$ cat src/rtl/bbm_pkg.sv
package bbm_pkg;
  localparam int unsigned REG_W  = 16;
  localparam int unsigned IMPL_W = 8;
  localparam int unsigned SEL_W  = 2;
  localparam int unsigned N_SEL  = IMPL_W / SEL_W;

  // field index, lsb position = index*SEL_W
  localparam int unsigned F_SIZE   = 0;
  localparam int unsigned F_DIR    = 1;
  localparam int unsigned F_KIND   = 2;
  localparam int unsigned F_MASTER = 3;

  typedef enum logic [1:0] {
    SEL_PAIR   = 2'd0,  // 01 attr=0, 10 attr=1, 11 either
    SEL_MASTER = 2'd1,  // x1 attr=0, 10 attr=1
    SEL_CODE   = 2'd2   // nonzero sel matches attr == sel-1
  } sel_mode_e;

  typedef enum logic [1:0] {
    SZ_BYTE = 2'd0,
    SZ_WORD = 2'd1,
    SZ_LONG = 2'd2,
    SZ_RSVD = 2'd3
  } size_e;

  typedef struct packed {
    logic       dma;
    logic       data;
    logic       write;
    logic [1:0] size;
  } bus_cyc_t;
endpackage

$ cat src/rtl/bbm_cfg_reg.sv
module bbm_cfg_reg #(
  parameter int unsigned REG_W  = 16,
  parameter int unsigned IMPL_W = 8
) (
  input  logic              clk_i,
  input  logic              rst_ni,
  input  logic              we_i,
  input  logic [REG_W-1:0]  wdata_i,
  output logic [REG_W-1:0]  rdata_o,
  output logic [IMPL_W-1:0] cfg_o
);
  localparam int unsigned PAD_W = REG_W - IMPL_W;

  logic [IMPL_W-1:0] cfg_q;

  always_ff @(posedge clk_i or negedge rst_ni) begin
    if (!rst_ni)   cfg_q <= '0;
    else if (we_i) cfg_q <= wdata_i[IMPL_W-1:0];
  end

  generate
    if (PAD_W > 0) begin : g_pad
      assign rdata_o = {{PAD_W{1'b0}}, cfg_q};
    end else begin : g_nopad
      assign rdata_o = cfg_q;
    end
  endgenerate

  assign cfg_o = cfg_q;
endmodule

$ cat src/rtl/bbm_sel_match.sv
module bbm_sel_match
  import bbm_pkg::*;
#(
  parameter sel_mode_e MODE = SEL_PAIR
) (
  input  logic [1:0] sel_i,
  input  logic [1:0] attr_i,
  output logic       en_o,
  output logic       hit_o
);
  assign en_o = |sel_i;

  generate
    if (MODE == SEL_MASTER) begin : g_master
      always_comb begin
        if (sel_i[0])       hit_o = ~attr_i[0];
        else if (sel_i[1])  hit_o = attr_i[0];
        else                hit_o = 1'b1;
      end
    end else if (MODE == SEL_CODE) begin : g_code
      always_comb begin
        if (sel_i == 2'b00) hit_o = 1'b1;
        else                hit_o = (attr_i == (sel_i - 2'd1));
      end
    end else begin : g_pair
      always_comb begin
        if (sel_i == 2'b00) hit_o = 1'b1;
        else                hit_o = (sel_i[0] & ~attr_i[0]) | (sel_i[1] & attr_i[0]);
      end
    end
  endgenerate
endmodule

$ cat src/rtl/bbm_match_core.sv
module bbm_match_core
  import bbm_pkg::*;
#(
  parameter int unsigned N = N_SEL
) (
  input  logic [2*N-1:0] cfg_i,
  input  bus_cyc_t       cyc_i,
  output logic           match_o
);
  logic [N-1:0] en;
  logic [N-1:0] hit;
  logic [1:0]   attr [N];

  always_comb begin
    for (int i = 0; i < N; i++) attr[i] = 2'b00;
    attr[F_SIZE]   = cyc_i.size;
    attr[F_DIR]    = {1'b0, cyc_i.write};
    attr[F_KIND]   = {1'b0, cyc_i.data};
    attr[F_MASTER] = {1'b0, cyc_i.dma};
  end

  for (genvar g = 0; g < N; g++) begin : g_sel
    localparam sel_mode_e M = (g == F_MASTER) ? SEL_MASTER :
                              (g == F_SIZE)   ? SEL_CODE   : SEL_PAIR;
    bbm_sel_match #(.MODE(M)) u_sel (
      .sel_i  (cfg_i[2*g +: 2]),
      .attr_i (attr[g]),
      .en_o   (en[g]),
      .hit_o  (hit[g])
    );
  end

  // any field enabled and every field agrees
  assign match_o = (|en) & (&hit);
endmodule

$ cat src/rtl/bus_break_matcher.sv
module bus_break_matcher
  import bbm_pkg::*;
#(
  parameter int unsigned REG_W  = bbm_pkg::REG_W,
  parameter int unsigned IMPL_W = bbm_pkg::IMPL_W
) (
  input  logic             clk_i,
  input  logic             rst_ni,
  input  logic             reg_we_i,
  input  logic [REG_W-1:0] reg_wdata_i,
  output logic [REG_W-1:0] reg_rdata_o,
  input  logic             cyc_valid_i,
  input  logic             cyc_dma_i,
  input  logic             cyc_data_i,
  input  logic             cyc_write_i,
  input  logic [1:0]       cyc_size_i,
  output logic             brk_o
);
  localparam int unsigned N = IMPL_W / 2;

  logic [IMPL_W-1:0] cfg;
  bus_cyc_t          cyc;
  logic              match;
  logic              brk_q;

  bbm_cfg_reg #(.REG_W(REG_W), .IMPL_W(IMPL_W)) u_cfg (
    .clk_i   (clk_i),
    .rst_ni  (rst_ni),
    .we_i    (reg_we_i),
    .wdata_i (reg_wdata_i),
    .rdata_o (reg_rdata_o),
    .cfg_o   (cfg)
  );

  assign cyc = '{dma: cyc_dma_i, data: cyc_data_i, write: cyc_write_i, size: cyc_size_i};

  // compares against the pre-write value: the write lands at the same edge
  bbm_match_core #(.N(N)) u_core (
    .cfg_i   (cfg),
    .cyc_i   (cyc),
    .match_o (match)
  );

  always_ff @(posedge clk_i or negedge rst_ni) begin
    if (!rst_ni) brk_q <= 1'b0;
    else         brk_q <= cyc_valid_i & match;
  end

  assign brk_o = brk_q;
endmodule

$ cat config.mk
export PLATFORM = sky130hd
export DESIGN_NAME = bus_break_matcher
export DESIGN_NICKNAME = d
export VERILOG_FILES = /design/src/rtl/bbm_pkg.sv /design/src/rtl/bbm_cfg_reg.sv /design/src/rtl/bbm_sel_match.sv /design/src/rtl/bbm_match_core.sv /design/src/rtl/bus_break_matcher.sv
export SDC_FILE = /design/constraint.sdc
export NUM_CORES = 1
export LEC_CHECK = 0
export ABC_AREA = 1
export BUFFER_PORTS_ARGS = -buffer_cell sky130_fd_sc_hd__buf_2
export CAP_MARGIN = 10
export CORE_MARGIN = 1
export CORE_UTILIZATION = 37
export DETAILED_ROUTE_END_ITERATION = 10
export PLACE_DENSITY = 0.74
export SETUP_SLACK_MARGIN = 0.05
export SYNTH_ARGS = -nofsm -noshare
export SYNTH_HDL_FRONTEND = slang
export SYNTH_HIERARCHICAL = 1
export SYNTH_SLANG_ARGS = --single-unit
$ cat constraint.sdc
create_clock -name clk_i -period 1.3 [get_ports clk_i]
set_clock_uncertainty 0.05 [all_clocks]
set_input_delay 0.195 -clock clk_i [delete_from_list [all_inputs] [get_ports clk_i]]
set_output_delay 0.195 -clock clk_i [all_outputs]
set_load 0.02 [all_outputs]
== After elaboration in Yosys (flattened, before gate mapping) ==
Index checks and enable logic that the tools add are counted.

* Bits in registers: 9
* Input bits: 25
* Output and inout port bits: 17
* Logic and storage cells: 25

* $add $sub $neg: 1
* Equality and inequality tests: 1
* Mux-type cells: 5
* Bitwise operators: 11
* Reductions and logical operators: 5

{| class="wikitable"
|+ Operators with widths
! operator !! number
|-
| 8-bit OR reduction || 1
|-
| 1-bit AND || 6
|-
| 2-bit logical NOT || 3
|-
| 1-bit 2-to-1 mux || 5
|-
| 4-bit AND reduction || 1
|-
| 1-bit inverter || 3
|-
| 2-bit == test || 1
|-
| 1-bit OR || 2
|-
| 2-bit by 1-bit subtractor with 2-bit output (second input constant) || 1
|}

== Longest topological paths before layout ==
Gate-level depths: netlist (run 1).

* Word-level depth: 7
* Gate-level depth with buffers: 13
* Mapped depth without buffers: 13

== Modules after synthesis ==
Netlist (run 1), hierarchy kept.

{| class="wikitable"
|+ Modules (own cells, without submodules)
! module !! times used !! cells each !! area each (sq um) !! seq. area each (sq um)
|-
| bbm_cfg_reg || 1 || 51 || 429.2 || 200.2
|-
| bbm_sel_match (u_core.g_sel[1].u_sel ...) || 3 || 7 || 35.0 || 0.0
|-
| bbm_sel_match (u_core.g_sel[0].u_sel) || 1 || 15 || 70.1 || 0.0
|-
| bbm_match_core || 1 || 9 || 33.8 || 0.0
|-
| bus_break_matcher || 1 || 3 || 32.5 || 25.0
|}

== Worst setup path before layout (run 1) ==
OpenSTA, ideal clock, no wires.

* Kind: register -> register
* Start point: register u_cfg.cfg_q[0] (netlist: u_cfg/cfg_o[0])
* End point: register brk_q (netlist: brk_o)
* Setup time: 0.062 ns
* Arrival: 1.236 ns
* Required time: 1.188 ns
* Slack: -0.048 ns
* Stages on the path, launching flop included: 14
* Path buffers: 0
* Period minus slack after synthesis: 1.348 ns
* Cells stage by stage: dfrtp_1 inv_2 ha_1 inv_1 nand2_1 nand2_2 nand2_1 nand2_1 nand2_1 nor2_1 nand2_1 inv_1 nand2_1 inv_1

* Longest elaborated chain between the ends: 6
* Elaborated cells on any way between the ends: 8
* Classes of those cells: add/sub (1); eq/ne (1); mux (1); bitwise (2); reduce/logical (3)

{| class="wikitable"
|+ Ends and longest elaborated chain
! element !! line !! RTL
|-
| from (decl) || bbm_cfg_reg.sv:14 || <nowiki>logic [IMPL_W-1:0] cfg_q;</nowiki>
|-
| from (signal assigned) || bbm_cfg_reg.sv:18 || <nowiki>else if (we_i) cfg_q <= wdata_i[IMPL_W-1:0];</nowiki>
|-
| 2-bit by 1-bit subtractor with 2-bit output || bbm_sel_match.sv:23 || <nowiki>else hit_o = (attr_i == (sel_i - 2'd1));</nowiki>
|-
| 2-bit == test || bbm_sel_match.sv:23 ||
|-
| 1-bit 2-to-1 mux (*) || bbm_sel_match.sv:22 || <nowiki>if (sel_i == 2'b00) hit_o = 1'b1;</nowiki>
|-
| net u_core.hit[0] || bbm_match_core.sv:11 || <nowiki>logic [N-1:0] hit;</nowiki>
|-
| 4-bit AND reduction (*) || bbm_match_core.sv:34 || <nowiki>assign match_o = (|en) & (&hit);</nowiki>
|-
| 1-bit AND (*) || bbm_match_core.sv:34 ||
|-
| net match || bus_break_matcher.sv:23 || <nowiki>logic match;</nowiki>
|-
| 1-bit AND (*) || bus_break_matcher.sv:46 || <nowiki>else brk_q <= cyc_valid_i & match;</nowiki>
|-
| to (signal assigned) || bus_break_matcher.sv:46 ||
|-
| to (decl) || bus_break_matcher.sv:24 || <nowiki>logic brk_q;</nowiki>
|}

The timed path passes the listed nets; every way through them passes the cells marked *.
A chain may end at the register's enable or synchronous reset.

== Worst setup path in the final report (run 1) ==
* Start point: register u_cfg.cfg_q[1] (netlist: u_cfg/cfg_o[1])
* End point: register brk_q (netlist: brk_o)

The elaborated chain is that of the path after synthesis.

==> run_results.csv, run 1 <==
group,metric,value,unit
run_status,status,"complete, but fails checks",
run_status,violations,"negative setup slack",
power,power.share.clock,26.0,%
cells_and_area,stdcell_area,818,µm²
power,switching_share,33.2,%
cells_and_area,finalCoreUtilization,51.3,%
timing,setup_violations,1,
floorplanning,pin_count,42,
cells_and_area,synthToLayoutAreaGrowth,22.7,%
global_route,overflow,0,
setup_path,r2r-end,"brk_o",
placed_design,place.gp.congestion,0.736,
cells_and_area,fillers,157,
cells_and_area,antenna_cells,0,
floorplanning,initial_core_util,41.8,%
timing,tns,-32.0,ps
drt,drt_wl_total,1120,µm
global_route,grt_max_degree,10,
setup_path,rr_worst_depth,13,
placed_design,dp_hpwl,883,µm
setup_path,startpoint,"u_cfg/cfg_o[1]",
synth,yosys_warnings,6,
clock_network,clk_latency,250,ps
power,switching_power,0.263,mW
job,cap_violations,0,
synth,netlist_area,667,µm²
power,ir_worst_vdd,0.000625,V
power,p_int,0.529,mW
global_route,grt_pass1_wl,1730,µm
floorplanning,die_w,44.5,µm
setup_path,critPathMaxFanout,2,
clock_network,cts_made_buffers,3,
setup_path,cp.required,1450,ps
setup_path,worstSetupPathType,"flop to flop",
floorplanning,die_area,1980,µm²
timing,max_freq,751,MHz
timing,min_period_over_period,102,%
placed_design,port_buffers,25,
cells_and_area,instances_no_fill,147,
placed_design,dpl.cell_count,140,
timing,worst_slack,-32.0,ps
setup_path,r2r_slack,-30,ps
synth,syn_avg_cell_area,6.81,µm²
min_path,hp-class,"primary input to flop",
drt,routed_via_density,3.79,
timing,fin_crit,1330,ps
power,p_leak,0.529,nW
floorplanning,die_height,44.5,µm
setup_path,reg2reg_from,"u_cfg/cfg_o[1]",
drt,drtPass1Iterations,4,
setup_path,cp.arrival,1480,ps
timing,rsz0062_at_grt,"true",
global_route,grt_pass1_vias,464,
drt,vias,557,
cells_and_area,multi_input_area,287,µm²
power,pwr-share-seq,41.1,%
cells_and_area,final-seq-area,225,µm²
placed_design,dpl_cell_area,752,µm²
cells_and_area,fin_nets,150,
floorplanning,coreArea,1590,µm²
synth,postSynthCellCount,98,
floorplanning,std_cell_rows,14,
timing,final_max_slew_viol_count,0,
drt,ant_nets,0,
clock_network,tritoncts,"done",
power,p_per_area,967,nW/µm²
setup_path,crit_end,"brk_o",
setup_path,end_kind,"flop",
clock_network,clock-sinks,9,
setup_path,worst_setup_path_start_kind,"flop",
clock_network,clockBufferDepth,2,
clock_network,clkTransAtPathRegs,60,ps
clock_network,ctsHtreeMaxLevel,1,
drt,drt_iter0_markers,9,
clock_network,ctsRootBufferMaster,"clkbuf_4",
drt,drc,0,
power,power_frac_comb,32.9,%
global_route,track_usage,12.3,%
global_route,antenna_found_initial,0,
cells_and_area,drive_above_1_share,39.0,%
timing,finalHoldViolCount,0,
drt,routedWlPerCell,7.65,µm
[per-stage QoR]
stage / power [mW] / worst slack [ps] / hold slack, ps
global placement: 0.560 / -13.6 / -1.60
floorplan: 0.535 / 23.4 / -151
global route: 0.854 / -171 / 85.9
finish: 0.792 / -32.0 / 88.3
CTS: 0.803 / -27.6 / 83.3
detailed placement: 0.567 / -55.3 / 2.87
[cell type report]
class                           count  area share, %
Clock buffer                        4           3.21
Inverter                           18           8.26
Multi-Input combinational cell     61           35.0
Sequential cell                     9           27.5
Tap cell                           24           3.67
Timing Repair Buffer               31           22.3
[cell usage in the layout (no fill, tap or decap)]
cell type and instances:
buf_2 24, buf_4 4, buf_6 2, clkbuf_1 1, clkbuf_4 3, conb_1 8, dfrtp_1 9, dlygate4sd3_1 1
ha_4 1, inv_1 14, inv_2 4, nand2_1 39, nand2_2 7, nand3_2 3, nor2_1 3
[metal layers]
metal / share of wire [%] / vias to the layer above / GRT usage, %
li1: - / 307 / -
met1: 46 / 227 / 15.4
met2: 48 / 23 / 19.4
met3: 5.3 / 0 / 2.45
met4: 0 / 0 / 7.27
met5: 0 / - / 0
[worst max-delay path, stage by stage, from the launching register on]
cell,delay (ps)
dfrtp_1,390
inv_2,80
ha_4,200
inv_2,50
nand2_2,40
nand2_2,50
nand2_1,50
nand2_1,50
nand2_1,50
nor2_1,80
nand2_1,50
inv_1,50
nand2_1,50
inv_1,40
[flip-flops by register name (all words and copies together), names as in the netlist]
name and cells:
u_cfg/cfg_o 8, brk_o 1
[what timing repair did]
item	4_1_cts	5_1_grt
setup endpoints to repair	1	2
hold endpoints to repair	9	0
setup buffers	2	0
hold buffers	1	0
resized for setup	7	0
pin swaps	1	0
[worst min-delay path by stage]
stage / from / end / slack, ps / depth (start not counted)
2_1_floorplan: rst_ni / brk_o / -150 / 0
3_3_place_gp: rst_ni / u_cfg/cfg_o[4] / -2 / 1
3_5_place_dp: rst_ni / u_cfg/cfg_o[4] / 3 / 1
4_1_cts: reg_wdata_i[3] / u_cfg/cfg_o[3] / 80 / 3
5_1_grt: reg_wdata_i[1] / u_cfg/cfg_o[1] / 90 / 3
6_report: reg_wdata_i[3] / u_cfg/cfg_o[3] / 90 / 3
[power by group through the flow]
stage                     Clock (mW)  Sequential [mW]  Combinational [mW]
final                          0.206            0.325               0.260
after global routing           0.236            0.328               0.290
after floorplan                    0            0.329               0.206
after detailed placement           0            0.329               0.238
after global placement             0            0.328               0.232
after CTS                      0.216            0.324               0.262
No activity file was read; power rests on OpenSTA's default activity.
==> inputs of run 2 (changes only) <==
--- a/config.mk
+++ b/config.mk
@@ -11,7 +11,7 @@
 export CORE_MARGIN = 1
 export CORE_UTILIZATION = 37
 export DETAILED_ROUTE_END_ITERATION = 10
-export PLACE_DENSITY = 0.74
+export PLACE_DENSITY = 0.75
 export SETUP_SLACK_MARGIN = 0.05
 export SYNTH_ARGS = -nofsm -noshare
 export SYNTH_HDL_FRONTEND = slang
==> run_results.csv, run 2 (synthesis results as in run 1) <==
group,metric,value,unit
timing,max_freq,757,MHz
drt,ant_nets,0,
setup_path,cp.required,1440,ps
drt,routed_via_density,3.99,
power,p_per_area,965,nW/µm²
cells_and_area,final_common_cell,"nand2_1",
setup_path,cp.arrival,1460,ps
clock_network,clkTransAtPathRegs,60,ps
setup_path,cpMostUsedCell,"nand2_1",
clock_network,ctsRootBufferMaster,"clkbuf_4",
setup_path,end_kind,"flop",
placed_design,dpl_cell_area,744,µm²
timing,tns,-21.7,ps
setup_path,path_cells,"inv_2, ha_4, inv_2, nand2_2, nand2_2, nand2_1, nand2_1, nand2_1, nor2_1, nand2_1, inv_1, nand2_1, inv_1",
setup_path,critPathMaxFanout,2,
power,switching_power,0.261,mW
clock_network,cts_made_buffers,3,
floorplanning,initial_core_util,41.8,%
floorplanning,die_area,1980,µm²
cells_and_area,antenna_cells,0,
clock_network,clockBufferDepth,2,
drt,drc,0,
drt,routedWlPerCell,8.13,µm
cells_and_area,fin_nets,150,
global_route,track_usage,13.3,%
global_route,grt_pass1_wl,1940,µm
timing,setup_violations,1,
run_status,status,"complete, but fails checks",
timing,final_max_slew_viol_count,0,
clock_network,clk_latency,250,ps
drt,drt_iter0_markers,13,
timing,min_period_over_period,102,%
setup_path,crit_buf_inv,4,
power,pwr-share-seq,41.1,%
setup_path,worstSetupPathType,"flop to flop",
setup_path,cpMaxStageDelayCell,"dfrtp_1",
timing,rsz0062_at_grt,"true",
cells_and_area,synthToLayoutAreaGrowth,22.7,%
job,cap_violations,0,
power,p_total,0.790,mW
setup_path,worst_setup_path_start_kind,"flop",
setup_path,crit_family,"simple AND/OR/NAND/NOR gates",
clock_network,ctsHtreeMaxLevel,1,
timing,worst_slack,-21.7,ps
floorplanning,pin_count,42,
global_route,overflow,0,
placed_design,port_buffers,25,
global_route,grt_max_degree,10,
floorplanning,std_cell_rows,14,
floorplanning,die_height,44.5,µm
drt,vias,586,
floorplanning,die_w,44.5,µm
power,power_frac_comb,33.4,%
drt,drt_wl_total,1200,µm
placed_design,place.gp.congestion,0.733,
clock_network,tritoncts,"done",
run_status,violations,"negative setup slack",
power,ir_worst_vdd,0.000371,V
clock_network,clock-sinks,9,
global_route,antenna_found_initial,0,
timing,fin_crit,1320,ps
cells_and_area,final_cell_mix,"39 x nand2_1, 24 x buf_2, 14 x inv_1",
cells_and_area,stdcell_area,818,µm²
setup_path,slowest_delay,380,ps
min_path,hp-class,"primary input to flop",
global_route,grt_pass1_vias,520,
timing,finalHoldViolCount,0,
placed_design,dp_hpwl,960,µm
cells_and_area,drive_above_1_share,39.0,%
power,power.share.clock,25.5,%
power,p_int,0.529,mW
drt,drtPass1Iterations,4,
power,p_leak,0.529,nW
floorplanning,coreArea,1590,µm²
power,switching_share,33.1,%
cells_and_area,largest_reg_flops,8,
==> run 2: cell counts in the layout (fill, tap and decap cells not counted) <==
Identical to the previous run, type by type.
==> run 2: path summary, 6_finish.rpt <==
check / startpoint / cells past startpoint / slack (ps) / end
worst max register to register: u_cfg/cfg_o[0] / 13 / -20 / brk_o
worst min-delay path: reg_wdata_i[4] / 3 / 90 / u_cfg/cfg_o[4]
worst max-delay path: u_cfg/cfg_o[0] / 13 / -20 / brk_o
min in group asynchronous: rst_ni / 2 / 260 / u_cfg/cfg_o[0]
worst min register to register: u_cfg/cfg_o[7] / 2 / 460 / u_cfg/cfg_o[7]
max in group asynchronous: rst_ni / 2 / 770 / u_cfg/cfg_o[4]
==> run 2: cell type report <==
class	instances	area, µm²
sequential	9	225
multi-input combinational	61	287
clock buffer	4	26.3
fill	155	776
tap	24	30.0
timing repair buffer	31	183
inverter	18	67.6
==> run 2: tightest hold or removal path, delay by kind of cell <==
family	cells	cell delay, ps
buffers and inverters	1	70
and+or+nand+nor	2	90
==> run 2: power groups by stage <==
stage          combinational [mW]  sequential, mW  clock (mW)
2_1_floorplan               0.206           0.329           0
3_3_place_gp                0.228           0.328           0
3_5_place_dp                0.235           0.330           0
4_1_cts                     0.261           0.325       0.208
5_1_grt                     0.293           0.328       0.223
6_report                    0.264           0.325       0.202
==> run 2: timing repair <==
| action | CTS | global route |
|---|---|---|
| hold buffers | 1 | 0 |
| gates resized for setup | 7 | 0 |
| pin swaps | 3 | 2 |
| gates cloned | 0 | 0 |
| setup buffers | 2 | 1 |
| hold endpoints to repair | 9 | 0 |
| endpoints found under the setup margin | 1 | 2 |
==> run 2: through the flow <==
stage	utilization, %	instances	worst slack (ps)	hold WS (ps)
after global routing	51.3	147	-165	95.6
after floorplan	-	105	23.4	-151
after global placement	46.7	139	-4.31	-4.63
after CTS	50.9	146	-48.7	86.1
final	51.3	147	-21.7	93.3
after detailed placement	46.7	139	-68.2	-1.08
==> run 2: layer usage <==
metal	track usage, %	routed length, µm	vias to the layer above
met1	15.1	475	263
met3	1.63	52	0
met4	9.09	0	0
met2	22.9	667	15
li1	-	-	308
met5	0	0	-
==> inputs of run 3 (changes only) <==
--- a/config.mk
+++ b/config.mk
@@ -13,6 +13,7 @@
 export DETAILED_ROUTE_END_ITERATION = 10
 export PLACE_DENSITY = 0.75
 export SETUP_SLACK_MARGIN = 0.05
+export SKIP_LAST_GASP = 1
 export SYNTH_ARGS = -nofsm -noshare
 export SYNTH_HDL_FRONTEND = slang
 export SYNTH_HIERARCHICAL = 1
==> run_results.csv, run 3 (synthesis results as in run 1) <==
group,metric,value,unit
floorplanning,die_height,44.5,µm
floorplanning,die_w,44.5,µm
clock_network,ctsRootBufferMaster,"clkbuf_4",
drt,routedWlPerCell,8.12,µm
min_path,hold_depth,3,
power,ir_worst_vdd,0.000369,V
setup_path,cp.required,1440,ps
global_route,antenna_found_initial,0,
placed_design,pre_cts_slack,-68.2,ps
timing,min_period_over_period,102,%
clock_network,clkTransAtPathRegs,60,ps
global_route,overflow,0,
timing,finalHoldViolCount,0,
clock_network,ctsHtreeMaxLevel,1,
drt,routed_via_density,4.01,
cells_and_area,fin_nets,150,
setup_path,critPathMaxFanout,2,
cells_and_area,synthToLayoutAreaGrowth,22.1,%
clock_network,cts_made_buffers,3,
global_route,track_usage,13.3,%
placed_design,dpl.cell_count,139,
clock_network,clock-sinks,9,
timing,fin_crit,1320,ps
clock_network,tritoncts,"done",
timing,tns,-22.1,ps
power,switching_power,0.260,mW
cells_and_area,antenna_cells,0,
cells_and_area,final_cell_mix,"39 x nand2_1, 24 x buf_2, 14 x inv_1",
drt,drt_wl_total,1190,µm
global_route,grt_pass1_wl,1940,µm
clock_network,clk_latency,250,ps
timing,worst_slack,-22.1,ps
min_path,hp-class,"primary input to flop",
timing,rsz0062_at_grt,"true",
cells_and_area,fillers,156,
timing,final_max_slew_viol_count,0,
drt,drtPass1Iterations,4,
power,switching_share,33.1,%
cells_and_area,final_common_cell,"nand2_1",
power,power.share.clock,25.6,%
drt,drc,0,
setup_path,end_kind,"flop",
setup_path,worstSetupPathType,"flop to flop",
run_status,status,"complete, but fails checks",
global_route,grt_max_degree,10,
placed_design,place.gp.congestion,0.733,
cells_and_area,largest_reg_flops,8,
cells_and_area,multi_input_area,287,µm²
drt,ant_nets,0,
cells_and_area,drive_above_1_share,39.0,%
global_route,grt_pass1_vias,523,
power,pwr-share-seq,41.2,%
placed_design,port_buffers,25,
timing,setup_violations,1,
setup_path,cp.arrival,1460,ps
power,power_frac_comb,33.2,%
cells_and_area,final-seq-area,225,µm²
power,p_leak,0.528,nW
cells_and_area,instances_no_fill,147,
floorplanning,coreArea,1590,µm²
floorplanning,std_cell_rows,14,
drt,vias,590,
timing,max_freq,756,MHz
cells_and_area,finalCoreUtilization,51.1,%
floorplanning,initial_core_util,41.8,%
setup_path,rr_worst_depth,13,
power,p_per_area,967,nW/µm²
clock_network,clockBufferDepth,2,
job,cap_violations,0,
run_status,violations,"negative setup slack",
drt,drt_iter0_markers,12,
placed_design,dp_hpwl,960,µm
floorplanning,pin_count,42,
power,p_int,0.527,mW
floorplanning,die_area,1980,µm²
setup_path,worst_setup_path_start_kind,"flop",
[run 3: cell counts in the layout (fill, tap and decap cells not counted)]
No cell type changed its count.
[run 3: path summary, 6_finish.rpt]
check | endpoint | slack [ps] | from
worst max-delay path | brk_o | -20 | u_cfg/cfg_o[0]
worst min-delay path | u_cfg/cfg_o[4] | 90 | reg_wdata_i[4]
worst max register to register | brk_o | -20 | u_cfg/cfg_o[0]
worst min register to register | u_cfg/cfg_o[4] | 460 | u_cfg/cfg_o[4]
max in group asynchronous | u_cfg/cfg_o[4] | 770 | rst_ni
min in group asynchronous | u_cfg/cfg_o[0] | 260 | rst_ni
[run 3: per-layer routing]
| layer | share of wire (%) | global-route usage (%) |
|---|---|---|
| met5 | 0 | 0 |
| met4 | 0 | 9.09 |
| met3 | 6.0 | 1.63 |
| met2 | 56 | 22.9 |
| met1 | 38 | 15.1 |
[run 3: worst max-delay path: stages, from the launching register on]
cell     delay [ps]
dfrtp_1         380
inv_2            80
ha_4            200
inv_2            50
nand2_2          40
nand2_2          40
nand2_1          40
nand2_1          50
nand2_1          40
nor2_1           80
nand2_1          60
inv_1            50
nand2_1          40
inv_1            50
[run 3: timing repair]
action                     in CTS  in global routing
hold buffers                    1                  0
pin swaps                       3                  2
hold endpoints to repair        9                  0
setup endpoints to repair       1                  2
setup buffers                   2                  1
gates resized for setup         4                  2
[run 3: power groups by stage]
stage                     registers, mW  clock network (mW)  logic [mW]
final                             0.325               0.202       0.261
after global routing              0.328               0.223       0.291
after CTS                         0.325               0.208       0.254
after detailed placement          0.330                   0       0.235
after global placement            0.328                   0       0.228
after floorplan                   0.329                   0       0.206
[run 3: final cells by class]
cell class | instances | area share [%]
repair buffers | 31 | 22.0
well taps | 24 | 3.69
flip-flops and latches | 9 | 27.6
clock buffers | 4 | 3.23
multi-input cells | 61 | 35.2
inverters | 18 | 8.29
[run 3: through the flow]
step | hold slack (ps) | area (µm²) | power [mW]
after floorplan | -151 | 706 | 0.535
after global placement | -4.63 | 744 | 0.556
after detailed placement | -1.08 | 744 | 0.564
after CTS | 86.1 | 801 | 0.787
after global routing | 95.6 | 815 | 0.842
final | 93.4 | 815 | 0.787
